### src/rtl/pwm_wavegen_pkg.sv
package pwm_wavegen_pkg;

   typedef enum logic [1:0] {
      STYLE_IDLE = 2'd0,
      STYLE_SINGLE = 2'd1,
      STYLE_DUAL = 2'd2
   } count_style_e;

   function automatic count_style_e style_of(input logic [3:0] w);
      if (w == 4'd14 || w == 4'd15) return STYLE_SINGLE;
      if (w >= 4'd8 && w <= 4'd11) return STYLE_DUAL;
      return STYLE_IDLE;
   endfunction

   function automatic logic toggle_allowed(input logic [3:0] w);
      return (w == 4'd15) || (w == 4'd9) || (w == 4'd11);
   endfunction

endpackage

### src/rtl/pwm_cnt_core.sv
module pwm_cnt_core
   import pwm_wavegen_pkg::*;
#(
   parameter int CNT_W = 16
) (
   input  logic             clk,
   input  logic             rst,
   input  logic             en,
   input  count_style_e     style,
   input  logic [CNT_W-1:0] top_val,
   output logic [CNT_W-1:0] cnt,
   output logic             at_top,
   output logic             leave_up
);

   logic up_q;

   assign at_top = (cnt >= top_val);
   // value 0 always leaves upward, TOP (or above) always leaves downward
   assign leave_up = (cnt == '0) ? 1'b1 : (at_top ? 1'b0 : up_q);

   always_ff @(posedge clk) begin
      if (rst) begin
         cnt  <= '0;
         up_q <= 1'b1;
      end else if (en) begin
         case (style)
            STYLE_SINGLE: begin
               cnt  <= at_top ? '0 : cnt + 1'b1;
               up_q <= 1'b1;
            end
            STYLE_DUAL: begin
               cnt  <= leave_up ? cnt + 1'b1 : cnt - 1'b1;
               up_q <= leave_up;
            end
            default: begin
               cnt  <= cnt;
               up_q <= up_q;
            end
         endcase
      end
   end

endmodule

### src/rtl/pwm_out_unit.sv
module pwm_out_unit
   import pwm_wavegen_pkg::*;
#(
   parameter int CNT_W = 16,
   parameter bit PRIMARY = 1'b0
) (
   input  logic             clk,
   input  logic             rst,
   input  logic             en,
   input  count_style_e     style,
   input  logic             tog_ok,
   input  logic [1:0]       mode,
   input  logic [CNT_W-1:0] cmp,
   input  logic [CNT_W-1:0] cnt,
   input  logic             at_top,
   input  logic             leave_up,
   output logic             wave,
   output logic             conn
);

   logic match;
   logic tog_conn;
   logic wave_nx;

   assign match = (cnt == cmp);

   generate
      if (PRIMARY) begin : g_tog
         assign tog_conn = (mode == 2'b01) && tog_ok;
      end else begin : g_no_tog
         assign tog_conn = 1'b0;
      end
   endgenerate

   assign conn = (style != STYLE_IDLE) && (mode[1] || tog_conn);

   always_comb begin
      wave_nx = wave;
      if (!mode[1]) begin
         if (match) wave_nx = ~wave;
      end else if (style == STYLE_SINGLE) begin
         if (at_top) wave_nx = ~mode[0];
         else if (match) wave_nx = mode[0];
      end else begin
         if (match) wave_nx = leave_up ? mode[0] : ~mode[0];
      end
   end

   always_ff @(posedge clk) begin
      if (rst) wave <= 1'b0;
      else if (en && conn) wave <= wave_nx;
   end

endmodule

### src/rtl/pwm_wavegen.sv
module pwm_wavegen
   import pwm_wavegen_pkg::*;
#(
   parameter int CNT_W = 16,
   parameter int CH_N = 3
) (
   input  logic                  clk,
   input  logic                  rst,
   input  logic                  en,
   input  logic [3:0]            wgm,
   input  logic [CNT_W-1:0]      top_val,
   input  logic [CH_N*CNT_W-1:0] cmp_val,
   input  logic [2*CH_N-1:0]     com_mode,
   output logic [CH_N-1:0]       wave_out,
   output logic [CH_N-1:0]       pin_conn
);

   generate
      if (CNT_W < 2 || CNT_W > 32) begin : g_bad_width
         $error("pwm_wavegen: CNT_W must lie in 2..32");
      end
      if (CH_N < 1 || CH_N > 8) begin : g_bad_chans
         $error("pwm_wavegen: CH_N must lie in 1..8");
      end
   endgenerate

   count_style_e     style;
   logic             tog_ok;
   logic [CNT_W-1:0] cnt_q;
   logic             at_top;
   logic             leave_up;

   assign style  = style_of(wgm);
   assign tog_ok = toggle_allowed(wgm);

   pwm_cnt_core #(.CNT_W(CNT_W)) u_core (
      .clk     (clk),
      .rst     (rst),
      .en      (en),
      .style   (style),
      .top_val (top_val),
      .cnt     (cnt_q),
      .at_top  (at_top),
      .leave_up(leave_up)
   );

   for (genvar i = 0; i < CH_N; i++) begin : g_ch
      pwm_out_unit #(.CNT_W(CNT_W), .PRIMARY(i == 0)) u_out (
         .clk     (clk),
         .rst     (rst),
         .en      (en),
         .style   (style),
         .tog_ok  (tog_ok),
         .mode    (com_mode[2*i +: 2]),
         .cmp     (cmp_val[i*CNT_W +: CNT_W]),
         .cnt     (cnt_q),
         .at_top  (at_top),
         .leave_up(leave_up),
         .wave    (wave_out[i]),
         .conn    (pin_conn[i])
      );
   end

endmodule

### config.mk
export PLATFORM = sky130hd
export DESIGN_NAME = pwm_wavegen
export DESIGN_NICKNAME = d
export VERILOG_FILES = /design/src/rtl/pwm_wavegen_pkg.sv /design/src/rtl/pwm_cnt_core.sv /design/src/rtl/pwm_out_unit.sv /design/src/rtl/pwm_wavegen.sv
export SDC_FILE = /design/constraint.sdc
export NUM_CORES = 1
export LEC_CHECK = 0
export ABC_CLOCK_PERIOD_IN_PS = 4500
export BUFFER_PORTS_ARGS = -buffer_cell sky130_fd_sc_hd__buf_2
export CELL_PAD_IN_SITES_DETAIL_PLACEMENT = 2
export CELL_PAD_IN_SITES_GLOBAL_PLACEMENT = 2
export CORE_ASPECT_RATIO = 0.7
export CORE_MARGIN = 2
export CORE_UTILIZATION = 31
export CTS_BUF_LIST = sky130_fd_sc_hd__clkbuf_4
export DETAILED_ROUTE_END_ITERATION = 10
export GPL_TIMING_DRIVEN = 0
export PLACE_DENSITY = 0.95
export SLEW_MARGIN = 20
export SYNTH_ARGS = -nofsm -noshare
export SYNTH_HDL_FRONTEND = slang
export SYNTH_SLANG_ARGS = --single-unit
### constraint.sdc
create_clock -name clk -period 4.5 [get_ports clk]
set_input_delay 0.45 -clock clk [delete_from_list [all_inputs] [get_ports clk]]
set_output_delay 0.45 -clock clk [all_outputs]
set_load 0.01 [all_outputs]
==> results.txt, run 1 <==
The total of endpoints with negative setup slack in the final report is 0. Traced cell by cell, the critical path runs through clkbuf_1 -> inv_1 -> ha_1 -> and3_1 -> o21ai_0 -> a31oi_1 -> nor4_4 -> o21ai_0 -> clkbuf_1 -> or3_1 -> o21ai_0. The violation count after the first detailed-routing iteration came out at 148. The count of boundary I/O pins came out at 83. Across all setup checks in the final design, the least slack found is 0.719 ns. In this run the worst path has a maximum fanout of 10. Among all stages on the critical path, the largest delay is contributed by nor4_4. The count of nets left with antenna violations once routing finished came out at 0. The number of global-route vias before repair came to 3,289.

The most frequently used flop master after synthesis is dfxtp_1. The max capacitance violation total came out at 0. In this run the tool buffered the top-level ports with 82 buffer cells. The area of the core is 7840 sq um. The worst setup path is launched from a register.

Measured in cells, the most critical reg-to-reg path has a length of 11. The clock net sink count is 20. In the final layout, the share of cells above drive strength 1 is 25.5%. Data on the critical path is required at its endpoint by 4.74 ns. The post-cts hold buffer count came out at 0. Summed over all layers, the global routing overflow is 0. Timing would allow up to 264 MHz. The fraction of power consumed by the clock network is 21.4%. Sorting the synthesized cells by how often they occur yields 53 x xnor2_1, 26 x inv_1, 21 x a21oi_1. The flop and latch count out of synthesis came out at 20.

The number of enable-type register cells in the synthesized netlist came out at 0. The cell area power density came out at 152 nW/um^2. The final critical-path required period is 3.78 ns. The average wire per standard cell is 21.4 um.

The delay of the slowest critical-path stage is 0.65 ns. TritonCTS built the clock tree. Adding up every negative setup slack in the final design gives 0 ns.

Clock-pin slew was measured on the worst setup and hold paths at 0.13 ns. The number of hold violations in the final report was 0. Headroom to the max-slew limit came out at 45.7%. The most prevalent standard cell on the critical path is o21ai_0. The buffer cell driving the clock tree root is clkbuf_4. The largest delay contributor family on the critical path is simple AND/OR/NAND/NOR gates. Once the clock tree was built, the resizer swapped 0 gates to a different size.

The worst hold path belongs to the class input port to register. The cell leakage power came out at 1.33 nW. The post-route clock period utilization is 84.0%.

The number of nets handed over by synthesis was 426. The average cell area after synthesis is 7.58 sq um. The routed via count divided by cell count is 5.47. The warning count from the yosys run came out at 0.

The first detailed-routing pass took 4 iterations. The fraction of power consumed by sequential logic is 39.5%. The number of setup buffers added after CTS is 0. The worst hold path was traced through 3 stages. The detailed router placed 2,831 vias in this run.

The run finished with clean final reports. For this design the total switching power over the nets is 170 uW. At the worst endpoint, the arrival time is 4.02 ns.

The share of synthesized flip-flops with an asynchronous set or reset came out at 0%. The post-route total power came out at 466 uW. The post-synthesis cell type count came out at 56. The worst IR drop on VDD is 106 uV. The buffer levels on the longest clock path is 2. The global-route wire length before repair came out at 17,300 um. The category of the critical setup timing path is register to register. xnor2_1 is the most common cell in the netlist. Routability-driven placement finished with a final weighted congestion of 0.862.

The synthesized design spends more area on one cell type than any other, namely xnor2_1. The maximum number of pins on one net before global-route repair is 12. The worst slack at placement came out at 0.814 ns. The routed wire length is 11,100 um. The die covers 8810 sq um. In the final design database the tool counted 513 nets. CTS built an H-tree with a depth of 1. The post-route DRC violation count is 0. The initial standard-cell utilization of the core came out at 31.9%. In this run the vertical extent of the chip is 79.2 um. The switching power as a share of total power is 36.5%. In this run the horizontal extent of the chip is 111 um. Yosys attributes the largest share of cell area to xnor2_1 19%, dfxtp_1 16%, ha_1 9.5%, a21oi_1 4.2%, nand4_1 4.0%.

For the pin with the worst max-slew slack, the measured transition is 0.814 ns. The number of max-slew violations in the final report came to 0. The critical path crosses 11 cells after its start point. The post-synthesis cell count is 330.

The half-perimeter wire length after placement came out at 8970 um. Relative to the synthesized area, the layout overhead comes to 22.6%. The total track usage came out at 25.1%. The clock reaches the later pin of the worst-skew pair after 0.33 ns.

Setup repair after global routing left no endpoint under its margin. The proportion of netlist area held by the largest area contributor came out at 18.6%. The number of antenna violations at the first check in global routing came out at 0. The number of rows in the core area came out at 27.

The share of total power in combinational logic is 39.2%. The clock tree skew after final layout is 0.00671 ns. The portion of the post-synthesis area used by sequential elements is 16.0%.

The mapped cell area is 2500 sq um. The number of buffer and inverter instances along the worst setup path came out at 3. STA classifies the critical path endpoint as a register. The total clock buffers created by CTS came out at 3.

The cell internal power dissipation came out at 296 uW.
-- layout make-up --
cell class | instances | area (sq um)
antenna | 1 | 2.50
fill | 964 | 4770
clock inverter | 1 | 3.75
sequential | 20 | 400
tap | 101 | 126
timing repair buffer | 82 | 410
buffer | 28 | 141
multi-input combinational | 255 | 1860
clock buffer | 3 | 22.5
inverter | 27 | 101
-- through the flow --
| step | instances | hold slack (ns) | utilization (%) | cell area, sq um |
|---|---|---|---|---|
| finish | 518 | 0.421 | 39.1 | 3070 |
| global route | 517 | 0.452 | 39.1 | 3060 |
| CTS | 517 | 0.417 | 39.1 | 3060 |
| detailed placement | 513 | 0.534 | 38.8 | 3040 |
| global placement | 513 | 0.481 | 38.8 | 3040 |
| floorplan | 330 | 0.465 | - | 2500 |
-- worst min-delay path, cell delays in order --
cell     delay (ns)
buf_2          0.14
nand3_1        0.07
a21oi_1        0.06
-- kinds of logic after synthesis --
| group | synth area share, % |
|---|---|
| buffers and inverters | 9.70 |
| flip-flops | 16.0 |
| AND/OR/NAND/NOR | 25.0 |
| AO/OA/AOI/OAI | 17.8 |
| adder cells (fa/ha/maj) | 9.50 |
| XOR/XNOR | 18.6 |
| multiplexers | 3.45 |
-- worst paths after layout --
check        slack, ns          startpoint                  to
max reg2reg       0.72       u_core.cnt[0]       u_core.cnt[7]
max               0.72       u_core.cnt[0]       u_core.cnt[7]
min               0.42         com_mode[1]  g_ch[0].u_out.wave
min reg2reg       0.56  g_ch[2].u_out.wave  g_ch[2].u_out.wave
-- cells in the final DEF, fill, tap and decap left out, drive strengths merged, types with 4 or more instances in the layout --
cell and count:
or3 7, nor4 4, a21oi 22, buf 94, nor2b 4, dfxtp 20, nand2 12, ha 19
nand3 10, mux2i 6, clkbuf 19, and3 14, nand4 16, o21ai 15, nor3 6, inv 26
xnor2 53, nor2 17
-- registers in the layout (all words and copies together) (netlist names) --
signal and flops:
u_core.up_q 1, g_ch.u_out.wave 3, u_core.cnt 16
-- routing by layer --
layer  vias up  part of all wire [%]  GRT usage [%]
met1      1384                    42           30.0
met3        23                   5.7           4.05
met5         -                     0              0
met4         0                   2.4           8.02
li1       1323                     -              -
met2       101                    50           46.2
-- power groups by stage --
stage	combinational [mW]	clock, mW	sequential, mW
final	0.183	0.0997	0.184
after global routing	0.199	0.103	0.185
after CTS	0.181	0.0995	0.184
after detailed placement	0.179	0	0.188
after global placement	0.163	0	0.188
after floorplan	0.103	0	0.187
(Power assumes the default switching activity.)
==> run 2, diff against run 1 <==
- ABC_CLOCK_PERIOD_IN_PS: 4500 -> 3700
- CORE_UTILIZATION: 31 -> 29
- PLACE_DENSITY: 0.95 -> 0.9
- clock period: 4.5 -> 3.7 ns (I/O delays scaled with it)
==> results.txt, run 2 (same netlist as run 1, synthesis figures left out) <==
The initial standard-cell utilization of the core is 29.7% (-2.2 points). The number of buffer and inverter instances along the worst setup path was 3 (unchanged). The clock slew seen by the registers of the worst setup and hold paths came to 0.14 ns (about the same). The post-cts hold buffer count is 0 (unchanged).

Setup repair after global routing left no endpoint under its margin. The average wire per standard cell is 18.8 um (-12%). The largest registers in the layout are u_core.cnt (16), g_ch.u_out.wave (3), u_core.up_q (1).

The flip-flop count of the largest register after layout is 16 (unchanged). The max capacitance violation total came out at 0 (unchanged). Ranked by flip-flop count, first place goes to u_core.cnt. The maximum clock frequency came out at 298 MHz (+13%).

The switching power as a share of total power came out at 35.7% (-0.83 points). The transition time at the pin with the least slew margin came out at 0.711 ns (-0.103 ns). The cell area after layout came out at 3070 sq um (+0.12%). The global placement routability congestion came out at 0.852 (-1.1%). The number of inserted filler cells in the final layout is 1,046 (+8.5%). The flow ran to the end, and the final reports show no timing, DRC or antenna violations. The post-route clock period utilization is 90.6% (+6.6 points). The post-route DRC violation count is 0 (unchanged). The post-route antenna net violation count is 0 (unchanged). The count of nets after finishing came to 513 (unchanged). The layout cell share with drive strength beyond 1 is 25.7% (+0.24 points). The fraction of power consumed by the clock network came out at 21.9% (+0.5 points). The buffer levels on the longest clock path came out at 2 (unchanged).

The number of search-and-repair iterations in the first detailed-routing pass is 4 (unchanged). The highest net fanout along the worst path came to 10 (unchanged). The worst hold margin is 0.322 ns (-0.0988 ns). The post-place instance area came to 3040 sq um (+0.16%). The number of hold violations in the final report came out at 0 (unchanged). The number of max-slew violations in the final report came to 0 (unchanged). The latest clock arrival within the worst-skew pair is 0.32 ns (about the same). The cell internal power dissipation is 360 uW (+22%). Compared with the post-synthesis result, the final layout area differs by 22.8%. The number of rows in the core area is 28 (+3.7%). The delay of the slowest critical-path stage came out at 0.54 ns (-0.11 ns). The floorplan die height is 81.7 um (+3.2%). The critical path depth is 11 (unchanged). The cell area power density was 182 nW/um^2 (+20%). The critical path data required time is 3.96 ns (-0.78 ns). The cell family contributing the most delay on the critical path is simple AND/OR/NAND/NOR gates.

The cell leakage power came out at 1.33 nW (+0.25%). The routed via count divided by cell count came to 5.32 (-2.7%). The total number of vias came to 2,770 (-2.2%). The maximum number of pins on one net before global-route repair came out at 12 (unchanged). The area of the core is 8410 sq um (+7.3%). The total of endpoints with negative setup slack in the final report came out at 0 (unchanged). The worst IR drop on VDD came out at 106 uV (-0.52%). The number of antenna violations at the first check in global routing is 0 (unchanged). The half-perimeter wire length after placement is 7980 um (-11%).

The worst setup path is launched from a register. The share of total power in combinational logic is 38.0% (-1.2 points). The count of boundary I/O pins was 83 (unchanged). The total clock buffers created by CTS is 3 (unchanged). The depth of the worst hold-timing path came out at 3 (unchanged).

The category of the critical setup timing path is register to register. The path depth of the worst reg2reg path is 11 (unchanged). The capturing element type of the critical path is a register.

Among the stages of the critical path, the cell type that occurs most often is o21ai_0. In the layout the commonest cells are 84 x buf_2, 53 x xnor2_1, 26 x inv_1, 21 x a21oi_1, 20 x dfxtp_1. The classification of the worst-slack hold path is input port to register. TritonCTS built the clock tree. The total track usage is 20.8% (-4.2 points).

The number of inserted diodes is 0 (-1). The port buffer count came out at 82 (unchanged). The net switching power is 199 uW (+17%). The routed wire length is 9770 um (-12%).

The number of global-route vias before repair is 2,941 (-11%). The global-route wire length before repair came out at 15,100 um (-13%). The level count of the clock H-tree came out at 1 (unchanged). The total die area was 9400 sq um (+6.6%). The chip width came to 115 um (+3.3%). The slowest stage of the critical path belongs to the cell nor4_4. The leftover overflow at the end of global routing is 0 (unchanged). The worst path arrival time is 3.62 ns (-0.40 ns).

The normalized max-slew margin is 52.6% (+6.8 points). The clock net sink count came out at 20 (unchanged). The fraction of power consumed by sequential logic is 40.1% (+0.6 points). Walking the worst path, the cells encountered are clkbuf_2 -> inv_1 -> ha_1 -> and3_1 -> o21ai_0 -> a31oi_1 -> nor4_4 -> o21ai_0 -> clkbuf_1 -> or3_1 -> o21ai_1. The clock tree skew after final layout came out at 0.00450 ns (-0.00220 ns). The tree is rooted in a clkbuf_4. The violation count after the first detailed-routing iteration came out at 161 (+8.8%). The final critical-path required period is 3.35 ns (-0.430 ns). Leaving out fill and tap cells, the most frequent cell in the layout is buf_2.
[run 2: cell types whose count changed in the layout (fill, tap and decap cells not counted), sizes merged]
cell / delta
diode: -1
[run 2: final timing paths]
| kind | end | start | slack [ns] |
|---|---|---|---|
| max | u_core.cnt[8] | u_core.cnt[0] | 0.35 |
| min | g_ch[0].u_out.wave | com_mode[1] | 0.32 |
| max reg2reg | u_core.cnt[8] | u_core.cnt[0] | 0.35 |
| min reg2reg | g_ch[1].u_out.wave | g_ch[1].u_out.wave | 0.52 |
[run 2: area by class of cell]
class	count	area (sq um)	share of cell area, %
Buffer	28	143	4.65
Clock inverter	1	3.75	0.122
Tap cell	105	131	4.28
Inverter	27	101	3.30
Sequential cell	20	400	13.0
Timing Repair Buffer	82	410	13.4
Clock buffer	3	22.5	0.733
Multi-Input combinational cell	255	1860	60.5
[run 2: tightest hold or removal path, cell delays in order]
cell and delay [ns]:
buf_2 0.12, nand3_1 0.06, a21oi_1 0.06
[run 2: through the flow]
stage	util [%]	total power, mW	std cells	TNS, ns	setup WS (ns)
after floorplan	-	0.353	330	0	0.819
after global placement	36.2	0.428	517	0	0.157
after detailed placement	36.2	0.441	517	-0.0838	-0.0362
after CTS	36.5	0.565	521	0	0.230
after global routing	36.5	0.601	521	0	0.0783
final	36.5	0.559	521	0	0.349
[run 2: power by group through the flow]
| stage | logic [mW] | registers, mW | clock network, mW |
|---|---|---|---|
| finish | 0.213 | 0.224 | 0.122 |
| global route | 0.234 | 0.225 | 0.142 |
| CTS | 0.214 | 0.224 | 0.127 |
| detailed placement | 0.212 | 0.229 | 0 |
| global placement | 0.199 | 0.228 | 0 |
| floorplan | 0.125 | 0.227 | 0 |
[run 2: per-layer routing]
layer / track usage, % / part of all wire [%]
met1: 27.9 / 47
met2: 37.8 / 49
met3: 1.99 / 4.5
met4: 1.69 / 0.20
met5: 0 / 0
[run 2: repair_timing]
item / CTS / global route
gates resized for setup: 1 / 0
endpoints found under the setup margin: 5 / 2
buffers inserted: 0 / 0
pin swaps: 0 / 1
